File: src/rtl/swres_pkg.sv
package swres_pkg;

  localparam logic [15:0] ID_DENSE  = 16'h0100;
  localparam logic [15:0] ID_SORTED = 16'h0200;

  typedef enum logic [1:0] {W_HDR, W_BASE, W_KEY, W_TGT} wordKind_t;

  typedef struct packed {
    logic      loadArgs;
    logic      rdEn;
    logic      rdHi;
    logic      capLo;
    logic      capHdr;
    logic      capBase;
    logic      incIdx;
    logic      sorted;
    wordKind_t kind;
    logic      finish;
    logic      finTaken;
    logic      finBad;
  } dpCtl_t;

  typedef struct packed {
    logic hdrDense;
    logic hdrSorted;
    logic hdrEmpty;
    logic inRange;
    logic keyEq;
    logic keyGt;
    logic idxLast;
  } dpStat_t;

endpackage

File: src/rtl/swres_ctrl.sv
module swres_ctrl
  import swres_pkg::*;
(
  input  logic    clk,
  input  logic    rstN,
  input  logic    startIn,
  input  dpStat_t stat,
  output dpCtl_t  ctl,
  output logic    busy
);

  typedef enum logic [1:0] {S_IDLE, S_RDLO, S_RDHI, S_EVAL} state_t;

  state_t    state, nState;
  wordKind_t kind, nKind;
  logic      sortedReg, nSorted;

  always_ff @(posedge clk or negedge rstN) begin
    if (!rstN) begin
      state     <= S_IDLE;
      kind      <= W_HDR;
      sortedReg <= 1'b0;
    end else begin
      state     <= nState;
      kind      <= nKind;
      sortedReg <= nSorted;
    end
  end

  always_comb begin
    ctl        = '0;
    ctl.kind   = kind;
    ctl.sorted = sortedReg;
    nState     = state;
    nKind      = kind;
    nSorted    = sortedReg;
    unique case (state)
      S_IDLE: begin
        if (startIn) begin
          ctl.loadArgs = 1'b1;
          nKind        = W_HDR;
          nState       = S_RDLO;
        end
      end
      S_RDLO: begin
        ctl.rdEn = 1'b1;
        nState   = S_RDHI;
      end
      S_RDHI: begin
        ctl.rdEn  = 1'b1;
        ctl.rdHi  = 1'b1;
        ctl.capLo = 1'b1;
        nState    = S_EVAL;
      end
      S_EVAL: begin
        nState = S_RDLO;
        unique case (kind)
          W_HDR: begin
            ctl.capHdr = 1'b1;
            if (stat.hdrDense) begin
              nSorted = 1'b0;
              nKind   = W_BASE;
            end else if (stat.hdrSorted) begin
              nSorted = 1'b1;
              nKind   = W_KEY;
              if (stat.hdrEmpty) ctl.finish = 1'b1;
            end else begin
              ctl.finish = 1'b1;
              ctl.finBad = 1'b1;
            end
          end
          W_BASE: begin
            ctl.capBase = 1'b1;
            if (stat.inRange) nKind = W_TGT;
            else ctl.finish = 1'b1;
          end
          W_KEY: begin
            if (stat.keyEq) nKind = W_TGT;
            else if (stat.keyGt || stat.idxLast) ctl.finish = 1'b1;
            else ctl.incIdx = 1'b1;
          end
          W_TGT: begin
            ctl.finish   = 1'b1;
            ctl.finTaken = 1'b1;
          end
          default: ctl.finish = 1'b1;
        endcase
        if (ctl.finish) nState = S_IDLE;
      end
      default: nState = S_IDLE;
    endcase
  end

  assign busy = (state != S_IDLE);

endmodule

File: src/rtl/swres_dp.sv
module swres_dp
  import swres_pkg::*;
#(
  parameter int ADDR_W   = 16,
  parameter int CNT_W    = 16,
  parameter int FALL_LEN = 3
) (
  input  logic              clk,
  input  logic              rstN,
  input  dpCtl_t            ctl,
  input  logic [ADDR_W-1:0] instrAddr,
  input  logic [31:0]       tableOff,
  input  logic [31:0]       testVal,
  input  logic [15:0]       memData,
  output logic              memRdEn,
  output logic [ADDR_W-1:0] memAddr,
  output dpStat_t           stat,
  output logic              done,
  output logic              taken,
  output logic [ADDR_W-1:0] target,
  output logic              badTable
);

  localparam int OFF_W = CNT_W + 3;

  logic [ADDR_W-1:0] instrReg, tblReg;
  logic [31:0]       testReg;
  logic [15:0]       loReg;
  logic [CNT_W-1:0]  cntReg, idxReg;
  logic [31:0]       word;
  logic [32:0]       diff;
  logic [OFF_W-1:0]  unitOff;

  assign word = {memData, loReg};
  assign diff = {testReg[31], testReg} - {word[31], word};

  always_comb begin
    stat           = '0;
    stat.hdrDense  = (word[15:0] == ID_DENSE);
    stat.hdrSorted = (word[15:0] == ID_SORTED);
    stat.hdrEmpty  = (word[31:16] == '0);
    stat.inRange   = !diff[32] && (diff < 33'(cntReg));
    stat.keyEq     = (word == testReg);
    stat.keyGt     = ($signed(word) > $signed(testReg));
    stat.idxLast   = ({1'b0, idxReg} + 1'b1) == {1'b0, cntReg};
  end

  always_comb begin
    unique case (ctl.kind)
      W_HDR:   unitOff = '0;
      W_BASE:  unitOff = OFF_W'(2);
      W_KEY:   unitOff = OFF_W'(2) + (OFF_W'(idxReg) << 1);
      default: unitOff = ctl.sorted
                         ? OFF_W'(2) + (OFF_W'(cntReg) << 1) + (OFF_W'(idxReg) << 1)
                         : OFF_W'(4) + (OFF_W'(idxReg) << 1);
    endcase
  end

  assign memRdEn = ctl.rdEn;
  assign memAddr = tblReg + ADDR_W'(unitOff) + ADDR_W'(ctl.rdHi);

  always_ff @(posedge clk or negedge rstN) begin
    if (!rstN) begin
      instrReg <= '0;
      tblReg   <= '0;
      testReg  <= '0;
      loReg    <= '0;
      cntReg   <= '0;
      idxReg   <= '0;
      done     <= 1'b0;
      taken    <= 1'b0;
      target   <= '0;
      badTable <= 1'b0;
    end else begin
      if (ctl.loadArgs) begin
        instrReg <= instrAddr;
        tblReg   <= instrAddr + ADDR_W'($signed(tableOff));
        testReg  <= testVal;
      end
      if (ctl.capLo) loReg <= memData;
      if (ctl.capHdr) begin
        cntReg <= word[31:16];
        idxReg <= '0;
      end
      if (ctl.capBase) idxReg <= diff[CNT_W-1:0];
      if (ctl.incIdx)  idxReg <= idxReg + 1'b1;
      done <= ctl.finish;
      if (ctl.finish) begin
        taken    <= ctl.finTaken;
        badTable <= ctl.finBad;
        target   <= ctl.finTaken ? instrReg + ADDR_W'($signed(word))
                                 : instrReg + ADDR_W'(FALL_LEN);
      end
    end
  end

  // completion is a single-cycle pulse
  a_r10_done_single: assert property (@(posedge clk) disable iff (!rstN)
    done |=> !done);

  // an error result never reports a taken branch
  a_r8_bad_not_taken: assert property (@(posedge clk) disable iff (!rstN)
    (done && badTable) |-> !taken);

  // the high unit is fetched from the address right after the low unit
  a_r3_hi_follows_lo: assert property (@(posedge clk) disable iff (!rstN)
    (ctl.rdEn && !ctl.rdHi) |=> (memRdEn && ctl.rdHi && memAddr == $past(memAddr) + 1'b1));

  // the key scan never steps past the last entry
  a_r7_scan_bound: assert property (@(posedge clk) disable iff (!rstN)
    ctl.incIdx |-> ({1'b0, idxReg} + 1'b1) < {1'b0, cntReg});

endmodule

File: src/rtl/switch_target_resolver.sv
module switch_target_resolver
  import swres_pkg::*;
#(
  parameter int ADDR_W   = 16,
  parameter int FALL_LEN = 3
) (
  input  logic              clk,
  input  logic              rstN,
  input  logic              startIn,
  input  logic [ADDR_W-1:0] instrAddr,
  input  logic [31:0]       tableOff,
  input  logic [31:0]       testVal,
  output logic              memRdEn,
  output logic [ADDR_W-1:0] memAddr,
  input  logic [15:0]       memData,
  output logic              busy,
  output logic              done,
  output logic              taken,
  output logic [ADDR_W-1:0] target,
  output logic              badTable
);

  dpCtl_t  ctl;
  dpStat_t stat;

  swres_ctrl ctrl_i (
    .clk    (clk),
    .rstN   (rstN),
    .startIn(startIn),
    .stat   (stat),
    .ctl    (ctl),
    .busy   (busy)
  );

  swres_dp #(.ADDR_W(ADDR_W), .CNT_W(16), .FALL_LEN(FALL_LEN)) dp_i (
    .clk      (clk),
    .rstN     (rstN),
    .ctl      (ctl),
    .instrAddr(instrAddr),
    .tableOff (tableOff),
    .testVal  (testVal),
    .memData  (memData),
    .memRdEn  (memRdEn),
    .memAddr  (memAddr),
    .stat     (stat),
    .done     (done),
    .taken    (taken),
    .target   (target),
    .badTable (badTable)
  );

  // busy has dropped by the time done is seen
  a_r10_done_not_busy: assert property (@(posedge clk) disable iff (!rstN)
    done |-> !busy);

  // a start while busy does not restart the read sequence at the header
  a_r11_busy_start_ignored: assert property (@(posedge clk) disable iff (!rstN)
    (busy && startIn && !done && memRdEn) |=> busy);

endmodule

File: config.mk
export PLATFORM = sky130hd
export DESIGN_NAME = switch_target_resolver
export DESIGN_NICKNAME = d
export VERILOG_FILES = /design/src/rtl/swres_pkg.sv /design/src/rtl/swres_ctrl.sv /design/src/rtl/swres_dp.sv /design/src/rtl/switch_target_resolver.sv
export SDC_FILE = /design/constraint.sdc
export NUM_CORES = 1
export LEC_CHECK = 0
export ABC_AREA = 1
export BUFFER_PORTS_ARGS = -buffer_cell sky130_fd_sc_hd__buf_2
export CORE_UTILIZATION = 40
export CTS_BUF_LIST = sky130_fd_sc_hd__clkbuf_8
export DETAILED_ROUTE_END_ITERATION = 8
export GPL_TIMING_DRIVEN = 0
export SYNTH_ARGS = -nofsm -noshare
export SYNTH_HDL_FRONTEND = slang
export SYNTH_HIERARCHICAL = 1
export SYNTH_SLANG_ARGS = --single-unit
File: constraint.sdc
create_clock -name clk -period 4.11 [get_ports clk]
set_clock_uncertainty 0.15 [all_clocks]
set_input_delay 0.411 -clock clk [delete_from_list [all_inputs] [get_ports clk]]
set_output_delay 0.411 -clock clk [all_outputs]
set_load 0.005 [all_outputs]
==> impl_metrics.csv <==
group,metric,value,unit
run_status,status,"finished, violations left",
run_status,violations,"setup timing",
logic_synthesis,yosys_warnings,6,
cells_and_area,nets,2258,
logic_synthesis,ys_ff_latch,136,
clock_network,cts_buffers,17,
worst_setup_path,crit_path_start,"dp_i/cntReg[7]",
logic_synthesis,synth_area,12200,um2
global_route,overflow,0,
worst_setup_path,critPathBufInv,2,
sta,fin_crit,4.41,ns
sta,slew_headroom,0.377,
worst_setup_path,cp-start-kind,"register",
cells_and_area,syn2layout_area_growth,27.0,%
logic_synthesis,synth.area.top_cells,"dfrtp_1 28%, nand2_1 19%, ha_1 13%",
placed_design,dp_hpwl,31.1,mm
die,ioPinCount,136,
route,wl_per_cell,16.4,um
logic_synthesis,ys_async_sr_fraction,1.00,
sta,whs,0.0293,ns
worst_setup_path,worst-path-stages,18,
worst_setup_path,reg2reg_slack,0.10,ns
placed_design,place_inst,2317,
route,initialDrtViolationCount,895,
cells_and_area,multiInputGateArea,8760,um2
sta,rsz0062_at_grt,"yes",
worst_setup_path,crit_family,"compound AO/OA/AOI/OAI gates",
logic_synthesis,synth-edff-count,0,
logic_synthesis,ys.flop_type,"dfrtp_1",
sta,setup_viol,8,
clock_network,clk_latency,0.47,ns
die,rows,63,
global_route,grt_antenna_before_repair,0,
route,drt_first_pass_iters,5,
cells_and_area,layout-drive-gt1-share,0.221,
clock_network,cts_tree,"done",
route,wirelength,39.9,mm
power_and_ir_drop,ir_drop,0.388,mV
route,viasPerCell,5.11,
clock_network,cts_max_level,4,
cells_and_area,layoutNonFillerInstCount,2427,
cells_and_area,antenna_cells,0,
run,max_cap_viol_count,0,
die,die_area,31200,um2
route,drcViolationCount,0,
sta,final_hold_viol_count,0,
logic_synthesis,postSynthCellCount,1807,
die,fp.dieW,177,um
cells_and_area,fill_cells,2919,
worst_setup_path,slowest_delay,0.45,ns
sta,clock.fmax,227,MHz
cells_and_area,seq_area,3420,um2
sta,tightest_slew,0.926,ns
global_route,grt_pass1_vias,11700,
worst_setup_path,cp_slowest_cell,"dfrtp_1",
sta,slew_viol_final,0,
logic_synthesis,yosysSeqAreaShare,0.279,
logic_synthesis,avgSynthCellArea,6.75,um2
power_and_ir_drop,leakage,8.00,nW
logic_synthesis,yosysTopAreaCell,"dfrtp_1",
sta,setup_ws,-0.300,ns
logic_synthesis,synthTopCellsByCount,"612 x nand2_1, 222 x inv_1, 136 x dfrtp_1, 130 x ha_1, 114 x a21oi_1",
worst_setup_path,cp-end-kind,"output pin",
placed_design,dpl_worst_slack,-0.840,ns
die,coreArea,29800,um2
clock_network,cts.sinks,136,
worst_setup_path,reg2reg_from,"dp_i/loReg[0]",
worst_hold_path,hp-class,"input pin to register",
power_and_ir_drop,p_per_area,808,nW/um2
die,die_h,177,um
worst_setup_path,cp_cell_sequence,"ha_1, ha_2, a21oi_2, o21ai_2, a21oi_4, o21bai_1, inv_1, a21oi_1, o21ai_0, nand3_1, nand2_2, ha_2, nand2_4, o21ai_0, a21oi_1, o21ai_2, xor2_1, buf_2",
placed_design,port_buffers,119,
worst_setup_path,r2r_end,"dp_i/target[4]",
global_route,grt_first_pass_wirelength,61.2,mm
logic_synthesis,synth_cell_types,56,
worst_setup_path,worstPathArrival,3.85,ns
sta,fin_crit_sh,1.07,
global_route,track_usage,0.255,
worst_setup_path,worstRegToRegCells,28,
route,vias,12400,
die,initial_core_util,0.410,
worst_setup_path,crit_type,"register to output pin",
logic_synthesis,yosys.area.top_type_share,0.279,
global_route,grt_max_degree,78,
clock_network,clkSlewWorstSetupHoldPaths,0.08,ns
logic_synthesis,yosysMostFrequentCell,"nand2_1",
clock_network,cts_buffer_depth,2,
cells_and_area,final_util,0.520,
placed_design,place_congestion,0.931,
clock_network,cts_root_buf,"clkbuf_8",
route,drtAntennaViolNets,0,
logic_synthesis,synth_nets,2041,
worst_setup_path,crit_end,"memAddr[14]",
worst_setup_path,crit_path_max_fanout,6,
worst_setup_path,worstPathRequired,3.55,ns
-- cells in the final DEF, fill, tap and decap left out, types with 11 or more instances in the layout --
cell           netlist  layout
nor3_1              19      17
xor2_2               1      14
buf_4                4      41
nor2_4               3      12
ha_4                 0      23
nand3_1             92      81
dfrtp_2              0      13
inv_2                6      13
dlygate4sd3_1        0      30
dfrtp_1            136     123
ha_1               130      99
or2_2               15      13
xor2_1              50      37
o211ai_1            11      11
o21ai_0            105      84
nand3_2              1      11
clkbuf_1            32      26
o21ai_2              5      21
xnor2_1             16      13
a21oi_2              1      23
buf_2                1     119
a21oi_1            114      89
clkbuf_8             0      19
inv_1              222     214
nand2_1            612     580
nor2_1             109      96
nand4_1             19      19
buf_6                1      14
nand2_2             12      38
-- repair_timing --
| item | CTS | global route |
|---|---|---|
| cloned | 0 | 3 |
| resized for setup | 90 | 186 |
| pin swaps | 47 | 77 |
| hold endpoints to repair | 88 | 0 |
| hold buffers | 30 | 0 |
| setup endpoints to repair | 40 | 45 |
| buffers inserted | 31 | 16 |
-- area by class of cell --
| cell class | instances | area share |
|---|---|---|
| Clock inverter | 13 | 0.0109 |
| Clock buffer | 19 | 0.0169 |
| Sequential cell | 136 | 0.221 |
| Inverter | 230 | 0.0560 |
| Tap cell | 390 | 0.0315 |
| Buffer | 38 | 0.0127 |
| Multi-Input combinational cell | 1403 | 0.565 |
| Timing Repair Buffer | 198 | 0.0861 |
-- registers in the layout, indices dropped and copies added, names as in the netlist --
name / count
dp_i/badTable: 1
dp_i/done: 1
dp_i/testReg: 32
dp_i/instrReg: 16
ctrl_i/kind: 2
dp_i/cntReg: 16
dp_i/tblReg: 16
ctrl_i/state: 2
dp_i/idxReg: 16
dp_i/taken: 1
dp_i/loReg: 16
ctrl_i/sortedReg: 1
dp_i/target: 16
-- worst min-delay path by stage --
stage | end | from | slack (ns) | cells past startpoint
CTS | dp_i/testReg[1] | testVal[1] | 0.02 | 3
floorplan | ctrl_i/kind[0] | rstN | -0.03 | 0
global route | dp_i/instrReg[14] | instrAddr[14] | 0.03 | 3
detailed placement | dp_i/target[12] | rstN | 0.27 | 1
global placement | dp_i/target[0] | dp_i/target[0] | 0.30 | 2
finish | dp_i/testReg[1] | testVal[1] | 0.03 | 3
-- metrics by stage --
step | cell area [um2] | setup TNS, ns | total power (W)
CTS | 14600 | -1.73 | 0.0114
global placement | 13300 | -12.99 | 0.00949
floorplan | 12200 | 0 | 0.00755
detailed placement | 13300 | -14.39 | 0.00959
finish | 15500 | -1.32 | 0.0125
global route | 15500 | -4.88 | 0.0137
-- cell families (layout without fill, tap and decap cells) --
kind of cell | Yosys count | count (layout) | synth area share
AOI/OAI and AO/OA | 290 | 290 | 0.133
and+or+nand+nor | 911 | 911 | 0.313
buffers and inverters | 268 | 498 | 0.0846
adders and majority gates | 135 | 135 | 0.142
xor gates and xnor gates | 67 | 67 | 0.0487
DFF | 136 | 136 | 0.279
-- power breakdown --
part	leakage (nW)	switching, W	total [W]	internal (W)
Combinational	6.10	0.00522	0.00872	0.00350
Sequential	1.69	0.000613	0.00258	0.00197
Clock	0.205	0.000591	0.00123	0.000638
-- worst reg2reg max path: cells and delay by family, from the launching register on --
| family | cells | cell delay [ns] |
|---|---|---|
| AOI/OAI and AO/OA | 3 | 0.53 |
| xor gates and xnor gates | 1 | 0.08 |
| and+or+nand+nor | 18 | 1.46 |
| DFF | 1 | 0.43 |
| adders and majority gates | 3 | 0.94 |
| buffers and inverters | 3 | 0.31 |
-- per-layer routing --
layer / vias to the layer above / share of wire / GRT usage
met5: - / 0 / 0
met4: 0 / 0.030 / 0.100
met3: 55 / 0.034 / 0.0251
met2: 261 / 0.45 / 0.399
met1: 5796 / 0.48 / 0.360
li1: 6297 / - / -
Power figures use the tool's default switching activity.
